--- src/rtl/irq_vec_pkg.sv ---
package irq_vec_pkg;
  localparam int CMD_IDX_W = 3;
  localparam int STAT_W = 8;

  typedef enum logic [3:0] {
    CMD_RESET     = 4'd0,
    CMD_CLR_RQMK  = 4'd2,
    CMD_SET_MASK  = 4'd3,
    CMD_CLR_REQ   = 4'd4,
    CMD_CLR_TOP   = 4'd6,
    CMD_CLR_ISR   = 4'd7,
    CMD_MODE_A    = 4'd8,
    CMD_MODE_B    = 4'd9,
    CMD_CTL_MODE  = 4'd10,
    CMD_SEL_MASK  = 4'd11,
    CMD_SEL_AUTO  = 4'd12,
    CMD_SEL_VEC   = 4'd14
  } cmd_e;

  typedef enum logic [1:0] {
    RD_ISR  = 2'd0,
    RD_MASK = 2'd1,
    RD_REQ  = 2'd2,
    RD_AUTO = 2'd3
  } rdsel_e;

  typedef enum logic [1:0] {
    WP_VEC  = 2'd0,
    WP_MASK = 2'd1,
    WP_AUTO = 2'd2
  } wptr_e;

  typedef struct packed {
    logic                 opReset;
    logic                 opClrReqMask;
    logic                 opSetMask;
    logic                 opClrReq;
    logic                 opClrIsr;
    logic                 single;
    logic [CMD_IDX_W-1:0] idx;
    logic                 wrMask;
    logic                 wrAuto;
    logic                 wrVec;
    logic [CMD_IDX_W-1:0] vecIdx;
  } strobe_t;
endpackage

--- src/rtl/irq_vec_ctrl.sv ---
module irq_vec_ctrl
  import irq_vec_pkg::*;
#(
  parameter int BUS_W = 16
) (
  input  logic             clk,
  input  logic             rst_n,
  input  logic             cmdWr,
  input  logic             dataWr,
  input  logic [BUS_W-1:0] wrData,
  output strobe_t          stb,
  output logic             prioMode,
  output logic             pollMode,
  output logic             masterMask,
  output rdsel_e           rdSel
);
  logic [3:0]           code;
  wptr_e                wPtr;
  logic [CMD_IDX_W-1:0] vecPtr;

  assign code = wrData[7:4];

  always_comb begin
    stb        = '0;
    stb.single = wrData[3];
    stb.idx    = wrData[CMD_IDX_W-1:0];
    if (cmdWr) begin
      unique case (code)
        CMD_RESET:    stb.opReset      = 1'b1;
        CMD_CLR_RQMK: stb.opClrReqMask = 1'b1;
        CMD_SET_MASK: stb.opSetMask    = 1'b1;
        CMD_CLR_REQ:  stb.opClrReq     = 1'b1;
        CMD_CLR_ISR:  stb.opClrIsr     = 1'b1;
        default: ;
      endcase
    end
    if (dataWr) begin
      stb.wrMask = (wPtr == WP_MASK);
      stb.wrAuto = (wPtr == WP_AUTO);
      stb.wrVec  = (wPtr == WP_VEC);
    end
    stb.vecIdx = vecPtr;
  end

  always_ff @(posedge clk or negedge rst_n) begin
    if (!rst_n) begin
      wPtr       <= WP_VEC;
      vecPtr     <= '0;
      prioMode   <= 1'b0;
      pollMode   <= 1'b0;
      masterMask <= 1'b1;
      rdSel      <= RD_ISR;
    end else if (cmdWr) begin
      unique case (code)
        CMD_MODE_A, CMD_MODE_B: begin
          prioMode <= wrData[0];
          pollMode <= wrData[1];
        end
        CMD_CTL_MODE: begin
          rdSel <= rdsel_e'(wrData[3:2]);
          if (wrData[1:0] == 2'b01) masterMask <= 1'b1;
          else if (wrData[1:0] == 2'b10) masterMask <= 1'b0;
        end
        CMD_SEL_MASK: wPtr <= WP_MASK;
        CMD_SEL_AUTO: wPtr <= WP_AUTO;
        CMD_SEL_VEC: begin
          wPtr   <= WP_VEC;
          vecPtr <= wrData[CMD_IDX_W-1:0];
        end
        default: ;
      endcase
    end
  end

  // at most one register operation per command
  p_one_op_r6: assert property (@(posedge clk) disable iff (!rst_n)
    $onehot0({stb.opReset, stb.opClrReqMask, stb.opSetMask, stb.opClrReq, stb.opClrIsr}));

  // preselect of mask steers the next data write to the mask only
  p_sel_mask_r8: assert property (@(posedge clk) disable iff (!rst_n)
    (cmdWr && code == CMD_SEL_MASK) ##1 (dataWr && !cmdWr) |-> stb.wrMask && !stb.wrVec && !stb.wrAuto);

  // master mask follows the control-mode sub-code
  p_mm_ctl_r9: assert property (@(posedge clk) disable iff (!rst_n)
    (cmdWr && code == CMD_CTL_MODE && wrData[1:0] == 2'b10) |=> !masterMask);
endmodule

--- src/rtl/irq_vec_dp.sv ---
module irq_vec_dp
  import irq_vec_pkg::*;
#(
  parameter int NSRC  = 8,
  parameter int VEC_W = 9,
  parameter int BUS_W = 16
) (
  input  logic                 clk,
  input  logic                 rst_n,
  input  strobe_t              stb,
  input  logic [BUS_W-1:0]     wrData,
  input  logic [NSRC-1:0]      srcReq,
  input  logic                 ackStrobe,
  input  rdsel_e               rdSel,
  output logic [NSRC-1:0]      dataRd,
  output logic                 pendAny,
  output logic [CMD_IDX_W-1:0] pendIdx,
  output logic                 ackValid,
  output logic [VEC_W-1:0]     ackVector
);
  logic [NSRC-1:0] reqQ, maskQ, isrQ, acrQ;
  logic [NSRC-1:0] reqN, maskN, isrN, acrN;
  logic [NSRC-1:0] srcPrev, rise, fall, pend, bitSel;
  logic [VEC_W-1:0] vecMem [NSRC];
  logic [CMD_IDX_W-1:0] winIdx;

  assign rise = srcReq & ~srcPrev;
  assign fall = ~srcReq & srcPrev;
  assign pend = reqQ & ~maskQ;
  assign pendAny = |pend;

  always_comb begin
    winIdx = '0;
    for (int i = NSRC - 1; i >= 0; i--) begin
      if (pend[i]) winIdx = CMD_IDX_W'(i);
    end
  end
  assign pendIdx = winIdx;

  always_comb begin
    for (int i = 0; i < NSRC; i++) begin
      bitSel[i] = !stb.single || (stb.idx == CMD_IDX_W'(i));
    end
  end

  always_comb begin
    reqN  = reqQ;
    maskN = maskQ;
    isrN  = isrQ;
    acrN  = acrQ;
    if (stb.opReset) begin
      maskN = '1;
      reqN  = '0;
      isrN  = '0;
      acrN  = '0;
    end
    if (stb.opClrReqMask) begin
      reqN  = reqN & ~bitSel;
      maskN = maskN & ~bitSel;
    end
    if (stb.opSetMask) maskN = maskN | bitSel;
    if (stb.opClrReq)  reqN  = reqN & ~bitSel;
    if (stb.opClrIsr)  isrN  = isrN & ~bitSel;
    if (stb.wrMask)    maskN = wrData[NSRC-1:0];
    if (stb.wrAuto)    acrN  = wrData[NSRC-1:0];
    if (ackStrobe && pendAny) begin
      reqN[winIdx] = 1'b0;
      isrN[winIdx] = ~acrQ[winIdx];
    end
    reqN = (reqN | rise) & ~fall;
    isrN = isrN & ~fall;
  end

  always_ff @(posedge clk or negedge rst_n) begin
    if (!rst_n) begin
      reqQ    <= '0;
      maskQ   <= '1;
      isrQ    <= '0;
      acrQ    <= '0;
      srcPrev <= '0;
    end else begin
      reqQ    <= reqN;
      maskQ   <= maskN;
      isrQ    <= isrN;
      acrQ    <= acrN;
      srcPrev <= srcReq;
    end
  end

  always_ff @(posedge clk or negedge rst_n) begin
    if (!rst_n) begin
      for (int i = 0; i < NSRC; i++) vecMem[i] <= '0;
    end else if (stb.wrVec && (32'(stb.vecIdx) < NSRC)) begin
      vecMem[stb.vecIdx] <= {wrData[VEC_W-1:2], 2'b00};
    end
  end

  always_ff @(posedge clk or negedge rst_n) begin
    if (!rst_n) begin
      ackValid  <= 1'b0;
      ackVector <= '0;
    end else begin
      ackValid  <= ackStrobe;
      ackVector <= (ackStrobe && pendAny) ? vecMem[winIdx] : '0;
    end
  end

  always_comb begin
    unique case (rdSel)
      RD_ISR:  dataRd = isrQ;
      RD_MASK: dataRd = maskQ;
      RD_REQ:  dataRd = reqQ;
      default: dataRd = acrQ;
    endcase
  end

  // the winning request is consumed by the acknowledge
  p_ack_consume_r4: assert property (@(posedge clk) disable iff (!rst_n)
    (ackStrobe && pendAny && !rise[winIdx]) |=> !reqQ[$past(winIdx)]);

  // acknowledge with nothing pending yields a zero vector
  p_ack_empty_r4: assert property (@(posedge clk) disable iff (!rst_n)
    (ackStrobe && !pendAny) |=> ackValid && ackVector == '0);

  // auto-clear source leaves no in-service mark
  p_autoclr_r5: assert property (@(posedge clk) disable iff (!rst_n)
    (ackStrobe && pendAny && acrQ[winIdx] && !stb.opReset) |=> !isrQ[$past(winIdx)]);

  // a released source loses request and in-service
  p_release_r2: assert property (@(posedge clk) disable iff (!rst_n)
    (|fall) |=> ((reqQ | isrQ) & $past(fall)) == '0);

  // reset command restores mask and clears status registers
  p_cmd_reset_r7: assert property (@(posedge clk) disable iff (!rst_n)
    (stb.opReset && !ackStrobe && !stb.wrMask && !stb.wrAuto) |=> maskQ == '1 && isrQ == '0 && acrQ == '0);

  // stored vectors are word aligned
  p_vec_align_r8: assert property (@(posedge clk) disable iff (!rst_n)
    ackValid |-> ackVector[1:0] == 2'b00);
endmodule

--- src/rtl/irq_vec_top.sv ---
module irq_vec_top
  import irq_vec_pkg::*;
#(
  parameter int NSRC  = 8,
  parameter int VEC_W = 9,
  parameter int BUS_W = 16
) (
  input  logic             clk,
  input  logic             rst_n,
  input  logic [NSRC-1:0]  srcReq,
  input  logic             extIntEn,
  input  logic             cmdWr,
  input  logic             dataWr,
  input  logic [BUS_W-1:0] wrData,
  input  logic             ackStrobe,
  output logic             ackValid,
  output logic [VEC_W-1:0] ackVector,
  output logic [NSRC-1:0]  dataRd,
  output logic [7:0]       statusRd,
  output logic             irqOut
);
  strobe_t              stb;
  logic                 prioMode, pollMode, masterMask, pendAny, grpPend;
  logic [CMD_IDX_W-1:0] pendIdx;
  rdsel_e               rdSel;

  irq_vec_ctrl #(.BUS_W(BUS_W)) u_ctrl (
    .clk(clk), .rst_n(rst_n), .cmdWr(cmdWr), .dataWr(dataWr), .wrData(wrData),
    .stb(stb), .prioMode(prioMode), .pollMode(pollMode),
    .masterMask(masterMask), .rdSel(rdSel)
  );

  irq_vec_dp #(.NSRC(NSRC), .VEC_W(VEC_W), .BUS_W(BUS_W)) u_dp (
    .clk(clk), .rst_n(rst_n), .stb(stb), .wrData(wrData), .srcReq(srcReq),
    .ackStrobe(ackStrobe), .rdSel(rdSel), .dataRd(dataRd), .pendAny(pendAny),
    .pendIdx(pendIdx), .ackValid(ackValid), .ackVector(ackVector)
  );

  assign grpPend  = masterMask && !pollMode && pendAny;
  assign irqOut   = grpPend && extIntEn;
  assign statusRd = {grpPend, 1'b1, prioMode, pollMode, masterMask,
                     grpPend ? pendIdx : {CMD_IDX_W{1'b0}}};

  // the output never rises outside the enabling modes
  p_irq_gate_r3: assert property (@(posedge clk) disable iff (!rst_n)
    irqOut |-> masterMask && !pollMode && extIntEn && pendAny);

  // a shown index always names a pending group
  p_stat_idx_r11: assert property (@(posedge clk) disable iff (!rst_n)
    (statusRd[2:0] != 3'd0) |-> statusRd[7]);
endmodule

--- config.mk ---
export PLATFORM = sky130hd
export DESIGN_NAME = irq_vec_top
export DESIGN_NICKNAME = d
export VERILOG_FILES = /design/src/rtl/irq_vec_pkg.sv /design/src/rtl/irq_vec_ctrl.sv /design/src/rtl/irq_vec_dp.sv /design/src/rtl/irq_vec_top.sv
export SDC_FILE = /design/constraint.sdc
export NUM_CORES = 1
export LEC_CHECK = 0
export BUFFER_PORTS_ARGS = -buffer_cell sky130_fd_sc_hd__buf_4
export CORE_ASPECT_RATIO = 1.4
export CORE_MARGIN = 3
export CORE_UTILIZATION = 45
export DETAILED_ROUTE_END_ITERATION = 16
export SETUP_SLACK_MARGIN = 0.02
export SYNTH_ARGS = -nofsm -noshare
export SYNTH_HDL_FRONTEND = slang
export SYNTH_SLANG_ARGS = --single-unit
--- constraint.sdc ---
create_clock -name clk -period 2.1 [get_ports clk]
set_input_delay 0.105 -clock clk [delete_from_list [all_inputs] [get_ports clk]]
set_output_delay 0.105 -clock clk [all_outputs]
set_load 0.01 [all_outputs]
### Word level (Yosys, flattened, before mapping)

Index checks and enable logic that the tools add are counted.

| operators by class | value |
|---|---|
| add/subtract/negate cells | 0 |
| multiply operators | 0 |
| divide/modulo/power cells | 0 |
| order comparisons | 5 |
| equality and inequality tests | 23 |
| shift-type cells | 0 |
| muxes and demuxes | 45 |
| bitwise operators | 21 |
| reduce and logical (&&, ||, !) cells | 30 |

Operators by type and width:

| operator | count |
|---|---|
| two-way mux 8 bit | 13 |
| AND 8 bit | 10 |
| bitwise mux 72 bit | 1 |
| inverter 8 bit | 6 |
| two-way mux 9 bit | 4 |
| two-way mux 3 bit | 10 |
| binary-select mux 9 bit (select 3 bit) | 1 |
| demux 9 bit (select 3 bit) | 1 |
| == test 4 bit (second input constant) | 6 |
| case mux 8 bit (3 select lines) | 1 |
| bitwise OR 8 bit | 2 |
| == test 3 bit (second input constant) | 4 |
| two-way mux 1 bit | 9 |
| bitwise mux 8 bit | 1 |
| == test 4 x 2 -> 1 bit (second input constant) | 2 |
| == test 4 x 3 -> 1 bit (second input constant) | 2 |
| greater-or-equal comparator 4 bit (second input constant) | 2 |
| logical OR 1 bit | 8 |
| inverter 3 -> 4 bit | 2 |
| AND reduction 2 bit | 4 |
| OR reduction 8 bit | 1 |
| == test 2 x 1 -> 1 bit (second input constant) | 3 |
| == test 2 bit (second input constant) | 3 |
| == test 3 x 2 -> 1 bit (second input constant) | 2 |
| other kinds (18) | 26 |

| storage, ports and cells | value |
|---|---|
| bits in registers | 132 |
| bits in latches | 0 |
| memory bits (writable) | 0 |
| bits in read-only memories | 0 |
| input port bits | 30 |
| output and inout bits | 27 |
| word-level logic and storage cells | 145 |
| memories kept | 0 |

### Depth between registers and ports, before layout

Gate-level depths: netlist of the first run.

| logic depth | value |
|---|---|
| depth in word-level cells | 19 |
| gate-level depth with buffers | 8 |
| gate-level depth less buffers | 7 |

### Hierarchy

Synthesis of the first run repeated with hierarchy kept, for this count alone.

| second synthesis, totals | value |
|---|---|
| cells, all modules | 500 |
| area total of the unflattened synthesis | 5703.0 um^2 |

Modules (own cells, without submodules):

| module | instances | cells each | area an instance (um^2) | seq. area each (um^2) |
|---|---|---|---|---|
| irq_vec_dp | 1 | 441 | 5051.1 | 2612.5 |
| irq_vec_ctrl | 1 | 48 | 560.5 | 251.5 |
| irq_vec_top | 1 | 11 | 91.3 | 0.0 |

### Least setup slack after synthesis of the first run

Ideal clock, no wire load.

| timing | value |
|---|---|
| path kind | reg-to-reg |
| from | register u_dp.maskQ[0] |
| to | register u_dp.reqQ[4] |
| library setup time | 0.126 ns |
| arrival time | 1.787 ns |
| data required time | 1.974 ns |
| setup slack | 0.187 ns |
| cell stages (with the launch flop) | 8 |
| path buffers | 1 |
| clock period less this slack | 1.913 ns |
| cells stage by stage | dfstp_2 > nand2b_1 > buf_2 > nand2_1 > nor2_2 > nand4_1 > o2111a_1 > maj3_2 |

| between the ends | value |
|---|---|
| cells in the longest elaborated chain, start to end | 12 |
| elaborated cells on any way between the ends | 15 |
| those cells by class | order compare (2); mux (4); bitwise (6); reduce/logical (3) |

Ends and longest elaborated chain:

| item | line | source |
|---|---|---|
| from (decl) | irq_vec_dp.sv:21 | `logic [NSRC-1:0] reqQ, maskQ, isrQ, acrQ;` |
| from (signal assigned) | irq_vec_dp.sv:83 | `maskQ <= maskN;` |
| inverter 8 bit (*) | irq_vec_dp.sv:29 | `assign pend = reqQ & ~maskQ;` |
| AND 8 bit (*) | irq_vec_dp.sv:29 |  |
| two-way mux 3 bit | irq_vec_dp.sv:35 | `if (pend[i]) winIdx = CMD_IDX_W'(i);` |
| < comparator 3 x 4 -> 1 bit (implied by the code) / greater-or-equal comparator 3 x 1 -> 1 bit (equally long branches) | irq_vec_dp.sv:67 | `reqN[winIdx] = 1'b0;` |
| logical AND 1 bit (implied by the code) | irq_vec_dp.sv:67 |  |
| two-way mux 1 bit (implied by the code) | irq_vec_dp.sv:67 |  |
| demux 1 bit (select 3 bit) | n/a |  |
| inverter 8 bit (no source line) | n/a |  |
| AND 8 bit (no source line) | n/a |  |
| two-way mux 8 bit (*) | irq_vec_dp.sv:66 | `if (ackStrobe && pendAny) begin` |
| bitwise OR 8 bit (*) | irq_vec_dp.sv:70 | `reqN = (reqN \| rise) & ~fall;` |
| AND 8 bit (*) | irq_vec_dp.sv:70 |  |
| net u_dp.reqN[4] | irq_vec_dp.sv:22 | `logic [NSRC-1:0] reqN, maskN, isrN, acrN;` |
| to (signal assigned) | irq_vec_dp.sv:82 | `reqQ <= reqN;` |
| to (decl) | irq_vec_dp.sv:21 |  |

The timed path passes the listed nets; every way through them passes the cells marked *.
A chain may end at the register's enable or synchronous reset.

### Worst setup path after layout of the first run

| timing | value |
|---|---|
| from | register u_dp.reqQ[2] |
| to | register u_dp.reqQ[3] |

| between the ends | value |
|---|---|
| cells in the longest elaborated chain, start to end | 13 |
| elaborated cells on any way between the ends | 16 |
| those cells by class | order compare (2); mux (6); bitwise (5); reduce/logical (3) |

Ends and longest elaborated chain:

| item | line |
|---|---|
| AND 8 bit (*) | irq_vec_dp.sv:29 |
| two-way mux 3 bit (3 in a row) | irq_vec_dp.sv:35 |
| < comparator 3 x 4 -> 1 bit (implied by the code) / greater-or-equal comparator 3 x 1 -> 1 bit (equally long branches) | irq_vec_dp.sv:67 |
| logical AND 1 bit (implied by the code) | irq_vec_dp.sv:67 |
| two-way mux 1 bit (implied by the code) | irq_vec_dp.sv:67 |
| demux 1 bit (select 3 bit) | n/a |
| inverter 8 bit (no source line) | n/a |
| AND 8 bit (no source line) | n/a |
| two-way mux 8 bit (*) | irq_vec_dp.sv:66 |
| bitwise OR 8 bit (*) | irq_vec_dp.sv:70 |
| AND 8 bit (*) | irq_vec_dp.sv:70 |
| net u_dp.reqN[3] | irq_vec_dp.sv:22 |

Marked as above.

==> results of run 1 <==
[worst max-delay path, delay by kind of cell (launching register included)]
kind,cells,cell delay (ps)
adders and majority gates,1,300
DFF,1,450
and+or+nand+nor,2,630
AOI/OAI and AO/OA,3,550
[flip-flops by register name (all words and copies together), names as in the netlist, 2 cells and up]
name,flops
u_ctrl.vecPtr,3
u_dp.acrQ,8
u_dp.ackVector,7
u_ctrl.wPtr,2
u_dp.reqQ,8
u_dp.maskQ,8
u_ctrl.rdSel,2
u_dp.srcPrev,8
u_dp.vecMem,56
u_dp.isrQ,8
[repair_timing]
item | CTS | global route
hold buffers | 12 | 0
hold endpoints to repair | 57 | 0
resized for setup | 10 | 13
setup buffers | 2 | 0
pin swaps | 1 | 2
gates cloned | 0 | 0
setup endpoints to repair | 4 | 7
[kinds of logic (layout without fill, tap and decap cells)]
family / count (synthesis) / after routing / share of synthesized area
simple gates: 135 / 135 / 0.123
fa+ha+maj: 11 / 11 / 0.0223
xor+xnor: 2 / 2 / 0.00309
other cells: 2 / 3 / 0.00132
flops: 114 / 114 / 0.505
mux: 67 / 67 / 0.148
buf+inv: 49 / 133 / 0.0406
compound gates: 138 / 138 / 0.157
[cells in the mapped netlist, types with 8 or more instances]
master,n,area share
sky130_fd_sc_hd__inv_1,17,0.011
sky130_fd_sc_hd__nor2_1,13,0.0086
sky130_fd_sc_hd__dfrtp_1,105,0.46
sky130_fd_sc_hd__o21a_1,9,0.012
sky130_fd_sc_hd__a21oi_1,24,0.021
sky130_fd_sc_hd__nand3_1,13,0.011
sky130_fd_sc_hd__dfstp_2,9,0.042
sky130_fd_sc_hd__mux4_2,8,0.032
sky130_fd_sc_hd__o22ai_1,22,0.024
sky130_fd_sc_hd__nor2b_1,9,0.0099
sky130_fd_sc_hd__o21ai_0,34,0.030
sky130_fd_sc_hd__nand2_1,55,0.036
sky130_fd_sc_hd__clkbuf_1,18,0.012
sky130_fd_sc_hd__nand2b_1,15,0.017
sky130_fd_sc_hd__mux2_2,54,0.11
sky130_fd_sc_hd__o211ai_1,18,0.024
[cells in the final DEF, fill, tap and decap left out, drive strengths merged, types with 14 or more instances in the layout]
master,netlist,routed
mux2,54,54
nor2,14,14
o21ai,36,36
o211ai,19,19
inv,17,17
nand2,55,55
clkbuf,18,22
nand2b,15,15
buf,14,73
dfrtp,105,105
o22ai,22,22
a21oi,24,24
[worst min path at each step]
stage	from	to	slack [ps]
floorplan	rst_n	u_ctrl.pollMode	-190
global placement	rst_n	u_dp.isrQ[7]	80
detailed placement	rst_n	u_dp.isrQ[7]	80
CTS	wrData[8]	u_dp.vecMem[44]	5
global route	wrData[8]	u_dp.vecMem[44]	4
finish	wrData[8]	u_dp.vecMem[44]	10
[final cells by class]
| class | count | area [sq um] |
|---|---|---|
| clock inverter | 9 | 151 |
| tap | 147 | 184 |
| clock buffer | 22 | 494 |
| fill | 1024 | 4930 |
| timing repair buffer | 85 | 692 |
| multi-input combinational | 356 | 2670 |
| sequential | 114 | 2860 |
| inverter | 17 | 63.8 |
[per-stage QoR]
stage          hold slack [ps]  power, mW  std cells
6_report                  13.3       8.83        750
5_1_grt                   3.69       9.24        750
4_1_cts                   4.81       8.81        750
3_5_place_dp              80.5       5.56        705
3_3_place_gp              81.7       5.51        705
2_1_floorplan             -191       4.57        519
[per-layer routing]
metal | vias to the layer above | global-route usage | part of all wire
met1 | 2202 | 0.272 | 0.40
met4 | 2 | 0.111 | 0.029
met5 | - | 0 | 0.00046
met3 | 32 | 0.0428 | 0.043
li1 | 2023 | - | -
met2 | 117 | 0.389 | 0.53
[power by group through the flow]
| stage | Clock (mW) | Sequential [mW] | Combinational (mW) |
|---|---|---|---|
| 3_5_place_dp | 0 | 3.11 | 2.45 |
| 5_1_grt | 3.26 | 3.15 | 2.82 |
| 3_3_place_gp | 0 | 3.08 | 2.43 |
| 4_1_cts | 3.17 | 3.08 | 2.55 |
| 2_1_floorplan | 0 | 3.01 | 1.56 |
| 6_report | 3.12 | 3.10 | 2.61 |
==> results.toml, run 1 <==
[floorplanning]
ios = 57
die_w_um = 101
design.die.area_sq_um = 14000
std_cell_rows = 47
initial_standard_cell_utilization_of_the_core = 0.471
fp.dieH_um = 139
fp.coreArea_sq_um = 12100

[pwr]
worst_ir_drop_vdd_uv = 614
p_comb_frac = 0.296
share_seq_of_total_power = 0.351
total_switching_power_mw = 2.68
power_report.internal_total_mw = 6.15
p_per_cell_area_nw_per_um2 = 1240
power.leakage_nw = 3.28
p_sw_frac = 0.303
relative_contribution_of_the_clock_network_to_total_power = 0.353

[place]
postPlaceCellArea_sq_um = 6240
place.gp.congestion = 0.879
worst_setup_slack_before_clock_tree_synthesis_ps = 81.4
place.port_buffers = 46
hpwl_um = 10900

[clock_tree]
ctsLongestPathBuffers = 2
cts.reportedPaths.clkPinSlew_ps = 50
cts_inserted_buffers = 17
clock_sink_count = 114
clkLatencyLatePin_ps = 400
cts_tree = "yes"
cts_max_level = 4
root_buffer = "sky130_fd_sc_hd__clkbuf_16"

[worst_setup_path]
crit_path_top_delay_cell = "sky130_fd_sc_hd__dfrtp_1"
endpoint_kind = "flop"
worst_reg2reg_startpoint = "u_dp.reqQ[2]"
worst_path_arrival_ps = 2330
timing.reg2reg.setup_slack_ps = 60
reg2reg_depth = 6
crit_chain = "nor2b_2, o21ai_1, a22oi_2, or3_1, o2111a_1, maj3_2"
worst-endpoint-required_ps = 2390
worstSetupPathType = "reg -> reg"
cpPeakStageDelay_ps = 450
startpoint_type = "flop"
crit_start = "u_dp.reqQ[2]"
path_max_fanout = 4
critPathCapture = "u_dp.reqQ[3]"
r2r_end = "u_dp.reqQ[3]"

[sta]
hold_viol_final = 0
timing.final.max_slew_violations = 0
max_slew.worst_pin.slew_ps = 814
timing.slew.headroom = 0.452
unrepaired_setup_endpoints_after_global_routing = "no"
setup_viol = 0
max_freq_mhz = 490
setup_slack_ps = 59.7
timing.final.crit_share = 0.972
finalSetupTns_ps = 0
finClkSkew_ps = 5.93
final.min_clock_period_ps = 2040

[detailed_routing]
drtIter0Drc = 141
vias_per_cell = 5.83
postRouteWirelength_um = 15400
antenna_violating_nets_post_route = 0
drt_drc_violations_left = 0
via_count = 4376
wl_per_cell_um = 20.5
drt_pre_antenna_iters = 5

[hold_path]
worstHoldPathType = "in -> reg"
hold-path-cell-count = 2

[cells_and_area]
diodes = 0
layout-drive-gt1-share = 0.337
final_util = 0.591
fin_area_sq_um = 7120
layout-area-overhead-vs-synth_pct = 25.5
final_nets = 625

[synthesis]
seq_area_frac_synth = 0.505
share_of_synthesized_registers_carrying_an_async_set_or_reset = 1.00
synth-edff-count = 0
syn_area_per_cell_sq_um = 11.0
postSynthCellCount = 518
syn-cell-area_sq_um = 5670
ys.warnings.count = 0
synth.lib_cells_used.distinct = 61
postSynthRegisterBits = 114
dominant_register_cell_in_the_synthesized_netlist = "sky130_fd_sc_hd__dfrtp_1"

[grt]
global_route.overflow_total = 0
grt_first_pass_wirelength_um = 24600
grt_use_total = 0.228
first_global_vias = 4667
grt_max_degree = 61
grt_antenna_before_repair = 1

[status]
status = "finished, final reports clean"

[flow_run]
max_cap_viol_count = 0
Note: power is estimated with default switching activity, not from simulation.
==> run 2: changes to the inputs <==
- CELL_PAD_IN_SITES_DETAIL_PLACEMENT: default -> 1
- CELL_PAD_IN_SITES_GLOBAL_PLACEMENT: default -> 1
- PLACE_DENSITY_LB_ADDON: default -> 0.1
==> results.toml, run 2 (synthesis gave the netlist of run 1 again) <==
[status]
status = "finished, final reports clean"

[cells_and_area]
largest_register_ff_count = 56
regMostFlops = "u_dp.vecMem"
layout-area-overhead-vs-synth_pct = 26.3
final_nets = 636
diodes = 0
layout-drive-gt1-share = 0.353
mostFrequentLayoutCells = "sky130_fd_sc_hd__dfrtp_1, sky130_fd_sc_hd__buf_4, sky130_fd_sc_hd__mux2_2, sky130_fd_sc_hd__nand2_1, sky130_fd_sc_hd__o21ai_0"
final_util = 0.594
mostFrequentLayoutCell = "sky130_fd_sc_hd__dfrtp_1"

[sta]
timing.final.max_slew_violations = 0
timing.final.crit_share = 0.975
finClkSkew_ps = 11.5
timing.slew.headroom = 0.490
max_slew.worst_pin.slew_ps = 762
setup_viol = 0
unrepaired_setup_endpoints_after_global_routing = "yes"
max_freq_mhz = 488
final.min_clock_period_ps = 2050
final.hold.worst_slack_ps = 13.4
hold_viol_final = 0

[clock_tree]
cts.reportedPaths.clkPinSlew_ps = 60
clkLatencyLatePin_ps = 420
ctsLongestPathBuffers = 2
cts_inserted_buffers = 17
root_buffer = "sky130_fd_sc_hd__clkbuf_16"
clock_sink_count = 114
cts_tree = "yes"
cts_max_level = 4

[worst_setup_path]
crit_path_top_delay_cell = "sky130_fd_sc_hd__dfstp_2"
worst-endpoint-required_ps = 2390
cpPeakStageDelay_ps = 580
endpoint_kind = "flop"
crit_chain = "nand2b_4, buf_4, a22oi_2, or3_4, o2111a_1, maj3_2"
worstSetupPathType = "reg -> reg"
path_max_fanout = 5
startpoint_type = "flop"
worst_path_arrival_ps = 2340

[grt]
global_route.overflow_total = 0
grt_use_total = 0.267
first_global_vias = 5131
grt_first_pass_wirelength_um = 28300
grt_max_degree = 55
grt_antenna_before_repair = 0

[detailed_routing]
drt_drc_violations_left = 0
wl_per_cell_um = 24.0
vias_per_cell = 6.04
postRouteWirelength_um = 18300
antenna_violating_nets_post_route = 0
drtIter0Drc = 182
via_count = 4603
drt_pre_antenna_iters = 4

[place]
place.gp.congestion = 0.897
hpwl_um = 11900
place.port_buffers = 46

[hold_path]
worstHoldPathType = "in -> reg"

[floorplanning]
die_w_um = 101
fp.coreArea_sq_um = 12100
initial_standard_cell_utilization_of_the_core = 0.471
design.die.area_sq_um = 14000
std_cell_rows = 47
fp.dieH_um = 139
ios = 57

[pwr]
p_per_cell_area_nw_per_um2 = 1230
worst_ir_drop_vdd_uv = 643
power.leakage_nw = 3.31

[flow_run]
max_cap_viol_count = 0
## run 2: report_power, final
part | leakage, nW | switching, mW | internal, mW
clock | 0.280 | 1.09 | 1.75
combinational | 1.57 | 1.47 | 1.35
sequential | 1.46 | 0.391 | 2.75
## run 2: area by class of cell
| type | count | area (sq um) |
|---|---|---|
| Clock inverter | 15 | 159 |
| Tap cell | 147 | 184 |
| Multi-Input combinational cell | 356 | 2690 |
| Fill cell | 1287 | 4890 |
| Clock buffer | 17 | 425 |
| Timing Repair Buffer | 96 | 776 |
| Inverter | 17 | 63.8 |
| Sequential cell | 114 | 2870 |
## run 2: worst max-delay path, delay by kind of cell (launching register included)
family	cells	cell delay (ps)
AND/OR/NAND/NOR	2	610
buffers and inverters	1	130
adder cells (fa/ha/maj)	1	310
flip-flops	1	580
AO/OA/AOI/OAI	2	280
## run 2: worst paths after layout
check	to	start	cells after the start	slack [ps]
max	u_dp.reqQ[3]	u_dp.maskQ[0]	6	50
min	u_dp.acrQ[7]	wrData[7]	3	10
max reg2reg	u_dp.reqQ[3]	u_dp.maskQ[0]	6	50
min reg2reg	u_dp.reqQ[5]	u_dp.srcPrev[5]	1	480
max in group asynchronous	u_dp.maskQ[2]	rst_n	3	1120
min in group asynchronous	u_dp.isrQ[7]	rst_n	2	210
## run 2: stage by stage
step                      setup WS (ps)  TNS, ps  instances  cell area (sq um)  power, mW
after global placement            -20.1    -20.1        710               6280       5.57
after global routing              -45.2     -106        762               7170       9.23
final                              52.4        0        762               7170       8.80
after detailed placement          -68.1    -73.0        710               6280       5.68
after CTS                         -5.63    -5.63        757               7070       8.71
after floorplan                     187        0        519               5680       4.57
## run 2: routing by layer
layer	GRT usage	up-vias	routed length [um]
li1	-	2052	-
met1	0.300	2371	6790
met2	0.481	136	10000
met3	0.0478	44	695
met4	0.120	0	752
met5	0	-	0
## run 2: timing repair
item	in CTS	in global routing
pin swaps	2	4
hold buffers	14	0
endpoints found under the setup margin	9	9
resized for setup	16	12
endpoints found under the hold margin	71	0
setup buffers	1	5
